`src/rtl/bcd_cnt_pkg.sv`:
```
package bcd_cnt_pkg;
  localparam int DIGIT_W = 4;
  localparam int LAST_DIGIT = 9;

  typedef logic [DIGIT_W-1:0] digit_t;
  typedef enum logic [1:0] {OP_HOLD, OP_COUNT, OP_LOAD, OP_CLEAR} op_t;

  // successor on a counting edge, including the drain paths for codes 10..15
  function automatic digit_t bcd_succ(digit_t v);
    digit_t r;
    case (v)
      4'd9:    r = 4'd0;
      4'd11:   r = 4'd6;
      4'd13:   r = 4'd4;
      4'd15:   r = 4'd2;
      default: r = v + digit_t'(1);
    endcase
    return r;
  endfunction
endpackage

```
`src/rtl/bcd_op_decode.sv`:
```
module bcd_op_decode
  import bcd_cnt_pkg::*;
(
  input  logic clr_n,
  input  logic load_n,
  input  logic en_par,
  input  logic en_trk,
  output op_t  op
);
  always_comb begin
    if (!clr_n)                 op = OP_CLEAR;
    else if (!load_n)           op = OP_LOAD;
    else if (en_par && en_trk)  op = OP_COUNT;
    else                        op = OP_HOLD;
  end
endmodule

```
`src/rtl/bcd_next_state.sv`:
```
module bcd_next_state
  import bcd_cnt_pkg::*;
(
  input  op_t    op,
  input  digit_t cur,
  input  digit_t preset,
  output digit_t nxt
);
  always_comb begin
    unique case (op)
      OP_CLEAR: nxt = '0;
      OP_LOAD:  nxt = preset;
      OP_COUNT: nxt = bcd_succ(cur);
      default:  nxt = cur;
    endcase
  end
endmodule

```
`src/rtl/bcd_tc_decode.sv`:
```
module bcd_tc_decode
  import bcd_cnt_pkg::*;
(
  input  digit_t cur,
  input  logic   en_trk,
  output logic   term
);
  logic at_last;
  assign at_last = (cur == digit_t'(LAST_DIGIT));
  assign term    = at_last & en_trk;
endmodule

```
`src/rtl/bcd_decade_counter.sv`:
```
module bcd_decade_counter
  import bcd_cnt_pkg::*;
#(
  parameter bit SYNC_CLEAR = 1'b0
) (
  input  logic       clk,
  input  logic       clr_n,
  input  logic       load_n,
  input  logic [3:0] data_in,
  input  logic       en_par,
  input  logic       en_trk,
  output logic [3:0] q,
  output logic       term
);
  op_t    op;
  digit_t cnt_q;
  digit_t cnt_d;
  logic   cnt_en;

  bcd_op_decode u_op (
    .clr_n (clr_n),
    .load_n(load_n),
    .en_par(en_par),
    .en_trk(en_trk),
    .op    (op)
  );

  bcd_next_state u_ns (
    .op    (op),
    .cur   (cnt_q),
    .preset(data_in),
    .nxt   (cnt_d)
  );

  assign cnt_en = (op != OP_HOLD);

  generate
    if (SYNC_CLEAR) begin : g_sync_clr
      always_ff @(posedge clk) begin
        if (cnt_en) cnt_q <= cnt_d;
      end
    end else begin : g_async_clr
      always_ff @(posedge clk or negedge clr_n) begin
        if (!clr_n)      cnt_q <= '0;
        else if (cnt_en) cnt_q <= cnt_d;
      end
    end
  endgenerate

  bcd_tc_decode u_tc (
    .cur   (cnt_q),
    .en_trk(en_trk),
    .term  (term)
  );

  assign q = cnt_q;
endmodule

```
`config.mk`:
```
export PLATFORM = sky130hd
export DESIGN_NAME = bcd_decade_counter
export DESIGN_NICKNAME = d
export VERILOG_FILES = /design/src/rtl/bcd_cnt_pkg.sv /design/src/rtl/bcd_op_decode.sv /design/src/rtl/bcd_next_state.sv /design/src/rtl/bcd_tc_decode.sv /design/src/rtl/bcd_decade_counter.sv
export SDC_FILE = /design/constraint.sdc
export NUM_CORES = 1
export LEC_CHECK = 0
export BUFFER_PORTS_ARGS = -buffer_cell sky130_fd_sc_hd__buf_4
export CORE_AREA = 2 2 39 41
export DETAILED_ROUTE_END_ITERATION = 8
export DIE_AREA = 0 0 41 43
export MAX_ROUTING_LAYER = met4
export PLACE_DENSITY = 0.63
export SETUP_SLACK_MARGIN = 0.4
export SYNTH_ARGS = -nofsm -noshare
export SYNTH_HDL_FRONTEND = slang
export SYNTH_HIERARCHICAL = 1
export SYNTH_SLANG_ARGS = --single-unit
```
`constraint.sdc`:
```
create_clock -name clk -period 3.7 [get_ports clk]
set_input_delay 0.37 -clock clk [delete_from_list [all_inputs] [get_ports clk]]
set_output_delay 0.37 -clock clk [all_outputs]
set_load 0.005 [all_outputs]
```
==> reports/metrics.csv, run 1 <==
metric,value,unit
clk sink count,4,
Worst VDD drop,123.7,uV
fin crit period,2010,ps
sw frac,0.2930,
Total GRT Usage,0.1084,
dpl hpwl,652.8,um
Clock Path Buffers,2,
clk slew on worst S/H paths,40,ps
Initial Util,0.2830,
Max Slew Vio Count,0,
Final Power,0.0001685,W
WS Path Type,in2reg,
Post-layout nets,66,
Post-Route WL,832,um
final core utilization,0.3834,
Critical Path Start Type,input pin,
max_slew headroom,0.7437,
"Seq/Total Area, Yosys",0.2556,
Post-Place Cell Area,498.0,um^2
global-route wire length before repair,1283,um
unrepaired setup endpoints after global routing,no,
Non-Filler Instances,69,
Clk pwr share,0.306,
min-delay worst type,in2async,
fill cell count,153,
Clock Skew,1.391,ps
pin count of the biggest net entering global routing,11,
Largest register FFs,4,
Via density,5.043,
Bufs and invs on worst path,2,
RePlAce Congestion,0.6667,
Mean Syn Cell Area,10.58,um^2
CP top delay family,buffers and inverters,
placed cells,65,
initial antenna violation count,0,
Max Cap Violations,0,
cts bufs inserted,3,
vias in the first global route,300,
Via Count,348,
Pwr per Cell Area,317.7,nW/um^2
Max Fclk,0.4976,GHz
layout cells sized above 1,0.4528,
H-tree depth,1,
internal power,0.0001191,W
Synth cell types,22,
Slowest Stage Delay on Critical Path,530,ps
Worst Tran Pin Value,383.5,ps
status,finished clean,
Root Driver,clkbuf_4,
total gr overflow,0,
area of the multi-input gates,276.5,um^2
most frequent cells in the layout,"13 x buf_4, 4 x mux2_4, 4 x dfrtp_1",
worst skew pair latency,230,ps
register area,100.1,um^2
fin crit share,0.5431,
"FF+latch count, synth",4,
Final Hold Viols,0,
crit-path max FO,8,
Leak Pwr,0.2622,nW
Netlist Area Pre-Place,391.6,um^2
CTS tree,yes,
Die Area,1763,um^2
"Arr. time, crit path",2120,ps
Synth Instances,37,
combinational share of power,0.331,
core area,1384,um^2
"most common cell after layout, fill and taps aside",buf_4,
crit path cell chain,dlygate4sd3_1 > buf_4 > nand2_1 > mux2i_1 > o32ai_1 > a21o_1 > mux2_4,
critical path capture point type,register,
final setup fails,0,
die width,41,um
"Design Area, Final",530.5,um^2
Area Growth Syn to Fin,35.46,%
# port buffers,13,
Synth Net Count,48,
n_diodes,0,
antenna violation net count after detailed routing,0,
Top-Level Pins,14,
Iteration-0 DRC Markers,2,
# DRC,0,
Reg power frac,0.364,
Wirelength per Cell,12.06,um
TNS Setup,0,ps
chip height,43,um
"Slowest-stage cell, CP",dlygate4sd3_1,
Resized cells post-CTS,0,
critical path required time,3810,ps
floorplan row count,14,
Psw,0.00004937,W
1st-pass router iterations,4,
warnings from Yosys,6,
-- power by group through the flow --
| stage | Sequential [W] | Clock [W] | Combinational (W) |
|---|---|---|---|
| after floorplan | 0.0000590 | 0 | 0.0000355 |
| after global placement | 0.0000621 | 0 | 0.0000546 |
| after detailed placement | 0.0000621 | 0 | 0.0000555 |
| after CTS | 0.0000615 | 0.0000534 | 0.0000563 |
| after global routing | 0.0000631 | 0.0000552 | 0.0000614 |
| final | 0.0000613 | 0.0000515 | 0.0000557 |
-- per-stage QoR --
step | setup slack (ps) | hold slack [ps]
2_1_floorplan | 2198 | 74.41
3_3_place_gp | 1979 | 175.7
3_5_place_dp | 2006 | 178.8
4_1_cts | 1678 | 487.6
5_1_grt | 1602 | 491.8
6_report | 1690 | 485.7
-- synth_stat cells --
cell | count | area share
dfrtp_1 | 4 | 0.26
mux2_4 | 4 | 0.15
mux2i_1 | 3 | 0.077
a21o_1 | 2 | 0.038
a21oi_1 | 2 | 0.026
ha_1 | 2 | 0.064
nand2_1 | 2 | 0.019
nand3_1 | 2 | 0.026
nor2_1 | 2 | 0.019
o32ai_1 | 2 | 0.045
a21boi_2 | 1 | 0.029
a221oi_2 | 1 | 0.038
buf_6 | 1 | 0.029
inv_1 | 1 | 0.0096
nand2b_1 | 1 | 0.016
nand2b_4 | 1 | 0.035
nand4b_1 | 1 | 0.022
nor2_4 | 1 | 0.029
nor3_1 | 1 | 0.013
nor4b_1 | 1 | 0.022
o21a_1 | 1 | 0.019
o22ai_1 | 1 | 0.016
-- area by class of cell --
cell class                 count  area share
sequential                     4      0.1887
timing repair buffer          14      0.2028
clock buffer                   3     0.04245
multi-input combinational     31      0.5212
tap                           16     0.03774
inverter                       1    0.007075
-- per-layer routing --
layer	vias to the layer above	share of wire	GRT usage
li1	173	-	-
met5	-	0	-
met3	0	0.050	0.03141
met4	0	0	0.02000
met2	9	0.50	0.1625
met1	166	0.45	0.1429
-- cell families (layout without fill, tap and decap cells) --
| logic type | count (synthesis) | after routing | share of synthesized area |
|---|---|---|---|
| adder cells (fa/ha/maj) | 2 | 2 | 0.06389 |
| flip-flops | 4 | 4 | 0.2556 |
| buffers and inverters | 2 | 18 | 0.03833 |
| multiplexers | 7 | 7 | 0.2300 |
| AO/OA/AOI/OAI | 10 | 10 | 0.2109 |
| AND/OR/NAND/NOR | 12 | 12 | 0.2013 |
-- path summary, 6_finish.rpt --
check | start | to | slack [ps] | cells past startpoint
max reg2reg | q[0] | q[2] | 2060 | 5
max in group asynchronous | clr_n | q[2] | 3100 | 2
min in group clk | data_in[0] | q[0] | 640 | 4
max | clr_n | q[3] | 1690 | 7
min | clr_n | q[1] | 490 | 2
min reg2reg | q[1] | q[1] | 670 | 1
-- timing repair --
item | CTS | global route
buffers inserted | 0 | 0
hold endpoints to repair | 4 | 0
hold buffers | 1 | 0
No activity file was read; power rests on OpenSTA's default activity.
==> run 2, diff against run 1 <==
--- a/config.mk
+++ b/config.mk
@@ -5,6 +5,7 @@
 export SDC_FILE = /design/constraint.sdc
 export NUM_CORES = 1
 export LEC_CHECK = 0
+export ABC_AREA = 1
 export BUFFER_PORTS_ARGS = -buffer_cell sky130_fd_sc_hd__buf_4
 export CORE_AREA = 2 2 39 41
 export DETAILED_ROUTE_END_ITERATION = 8
==> constraint.sdc (replaced) <==
create_clock -name clk -period 1.9 [get_ports clk]
set_input_delay 0.19 -clock clk [delete_from_list [all_inputs] [get_ports clk]]
set_output_delay 0.19 -clock clk [all_outputs]
set_load 0.005 [all_outputs]
==> reports/metrics.csv, run 2 <==
metric,value,unit
status,finished clean,
TNS Setup,0,ps
Area Growth Syn to Fin,38.78,%
fin crit share,0.7092,
"most common cell after layout, fill and taps aside",nand2_1,
"top cells by area, synth","nand2_1 27%, dfrtp_1 26%, nand3_1 13%",
cts bufs inserted,3,
Max Fclk,0.7421,GHz
Post-synth EDFFs,0,
WS Path Type,reg2reg,
vias in the first global route,393,
final setup margin,552.5,ps
initial antenna violation count,0,
Synth Net Count,78,
crit-path max FO,9,
H-tree depth,1,
reg2reg end,q[2],
most frequent cells in the layout,"28 x nand2_1, 13 x buf_4, 10 x nand3_1",
Total GRT Usage,0.1359,
total gr overflow,0,
ys flop type,dfrtp_1,
reg2reg setup slack,550,ps
Place WS,524.9,ps
Synth Instances,67,
Synth cell types,10,
Clock Path Buffers,2,
critical path capture point type,register,
unrepaired setup endpoints after global routing,no,
die width,41,um
Root Driver,clkbuf_4,
"FF+latch count, synth",4,
pin count of the biggest net entering global routing,13,
critical path required time,2010,ps
commonest cells in the netlist,"28 x nand2_1, 10 x nand3_1, 9 x inv_1",
antenna violation net count after detailed routing,0,
layout cells sized above 1,0.2500,
Mean Syn Cell Area,5.826,um^2
clk slew on worst S/H paths,40,ps
fill cell count,162,
Post-Route WL,1001,um
warnings from Yosys,6,
"Arr. time, crit path",1460,ps
top-count cell post-synth,nand2_1,
Final Power,0.0003117,W
clk sink count,4,
fin crit period,1347,ps
1st-pass router iterations,4,
floorplan row count,14,
# port buffers,13,
Top-Level Pins,14,
n_diodes,0,
Critical Path Start Type,register,
Worst VDD drop,241.0,uV
min-delay worst type,in2async,
# Post-CTS Setup Buffers,0,
Die Area,1763,um^2
Iteration-0 DRC Markers,10,
Initial Util,0.2821,
Post-layout nets,97,
post-synth top area share,0.2692,
Max Slew Vio Count,0,
CTS tree,yes,
Via density,4.620,
worst r2r path cells,7,
Wirelength per Cell,10.01,um
r2r startpoint,q[0],
chip height,43,um
Worst Tran Pin Value,360.5,ps
core area,1384,um^2
worst skew pair latency,230,ps
global-route wire length before repair,1524,um
RePlAce Congestion,0.8187,
"FFs w/ async S/R, synth",1.000,
max_slew headroom,0.7591,
Max Cap Violations,0,
Leak Pwr,0.2993,nW
Via Count,462,
Netlist Area Pre-Place,390.4,um^2
# DRC,0,
"Seq/Total Area, Yosys",0.2564,
post-synth top area cell,nand2_1,
Clock Skew,1.811,ps
Final Hold Viols,0,
final setup fails,0,
Largest register FFs,4,
dpl hpwl,727.4,um
Pwr per Cell Area,575.3,nW/um^2
## run 2: changes by cell type in the layout (fill, tap and decap cells not counted), sizes merged, moves of 3 or more
cell	before	now
mux2	4	0
nand2	2	28
o21ai	0	4
inv	1	9
nand3	2	11
mux2i	3	0
nor2	3	7
## run 2: cell families (layout without fill, tap and decap cells)
kind of cell | count (synthesis) | count (layout) | synth area share
buffers and inverters | 9 | 26 | 0.08653
DFF | 4 | 4 | 0.2564
AOI/OAI and AO/OA | 4 | 4 | 0.05128
adders and majority gates | 2 | 2 | 0.06409
and+or+nand+nor | 48 | 48 | 0.5417
## run 2: worst max-delay path: stages (launching register included)
cell and delay (ps):
dfrtp_1 480, ha_1 250, nand2_1 120, nand3_1 90, nand2_1 80, nand3_1 60
o21ai_0 70, nand2_1 80
## run 2: per-layer routing
layer  global-route usage  share of wire
met1               0.1548           0.46
met2               0.1969           0.46
met3              0.03141          0.055
met4               0.1000          0.025
met5                    -              0
## run 2: worst max-delay path by stage
stage	endpoint	slack, ps	startpoint	cells past startpoint
floorplan	q[1]	690	q[1]	9
global placement	q[2]	550	q[1]	8
detailed placement	q[2]	520	q[1]	8
CTS	q[2]	520	q[1]	8
global route	q[3]	410	q[0]	8
finish	q[2]	550	q[0]	7
## run 2: final cells by class
| class | instances | area (um^2) | share of cell area |
|---|---|---|---|
| multi-input cells | 54 | 256.5 | 0.4734 |
| repair buffers | 14 | 107.6 | 0.1986 |
| flip-flops and latches | 4 | 101.3 | 0.1871 |
| inverters | 9 | 33.78 | 0.06236 |
| clock buffers | 3 | 22.52 | 0.04157 |
| well taps | 16 | 20.02 | 0.03695 |
## run 2: where the power goes
| group | leakage (nW) | internal [W] | switching [W] |
|---|---|---|---|
| registers | 0.0507 | 0.0000952 | 0.0000229 |
| clock network | 0.0138 | 0.0000706 | 0.0000336 |
| logic | 0.235 | 0.0000447 | 0.0000446 |
## run 2: stage by stage
step                cells  hold slack [ps]  instance area, um^2    util
floorplan              67           -105.6                390.4       -
global placement       96           -6.068                508.0  0.3671
detailed placement     96           -6.149                508.0  0.3671
CTS                   100            326.1                540.5  0.3906
global route          100            352.1                541.8  0.3915
finish                100            330.0                541.8  0.3915
## run 2: what timing repair did
item | in CTS | in global routing
hold buffers | 1 | 0
endpoints found under the setup margin | 0 | 1
gates resized for setup | 0 | 1
hold endpoints to repair | 4 | 0
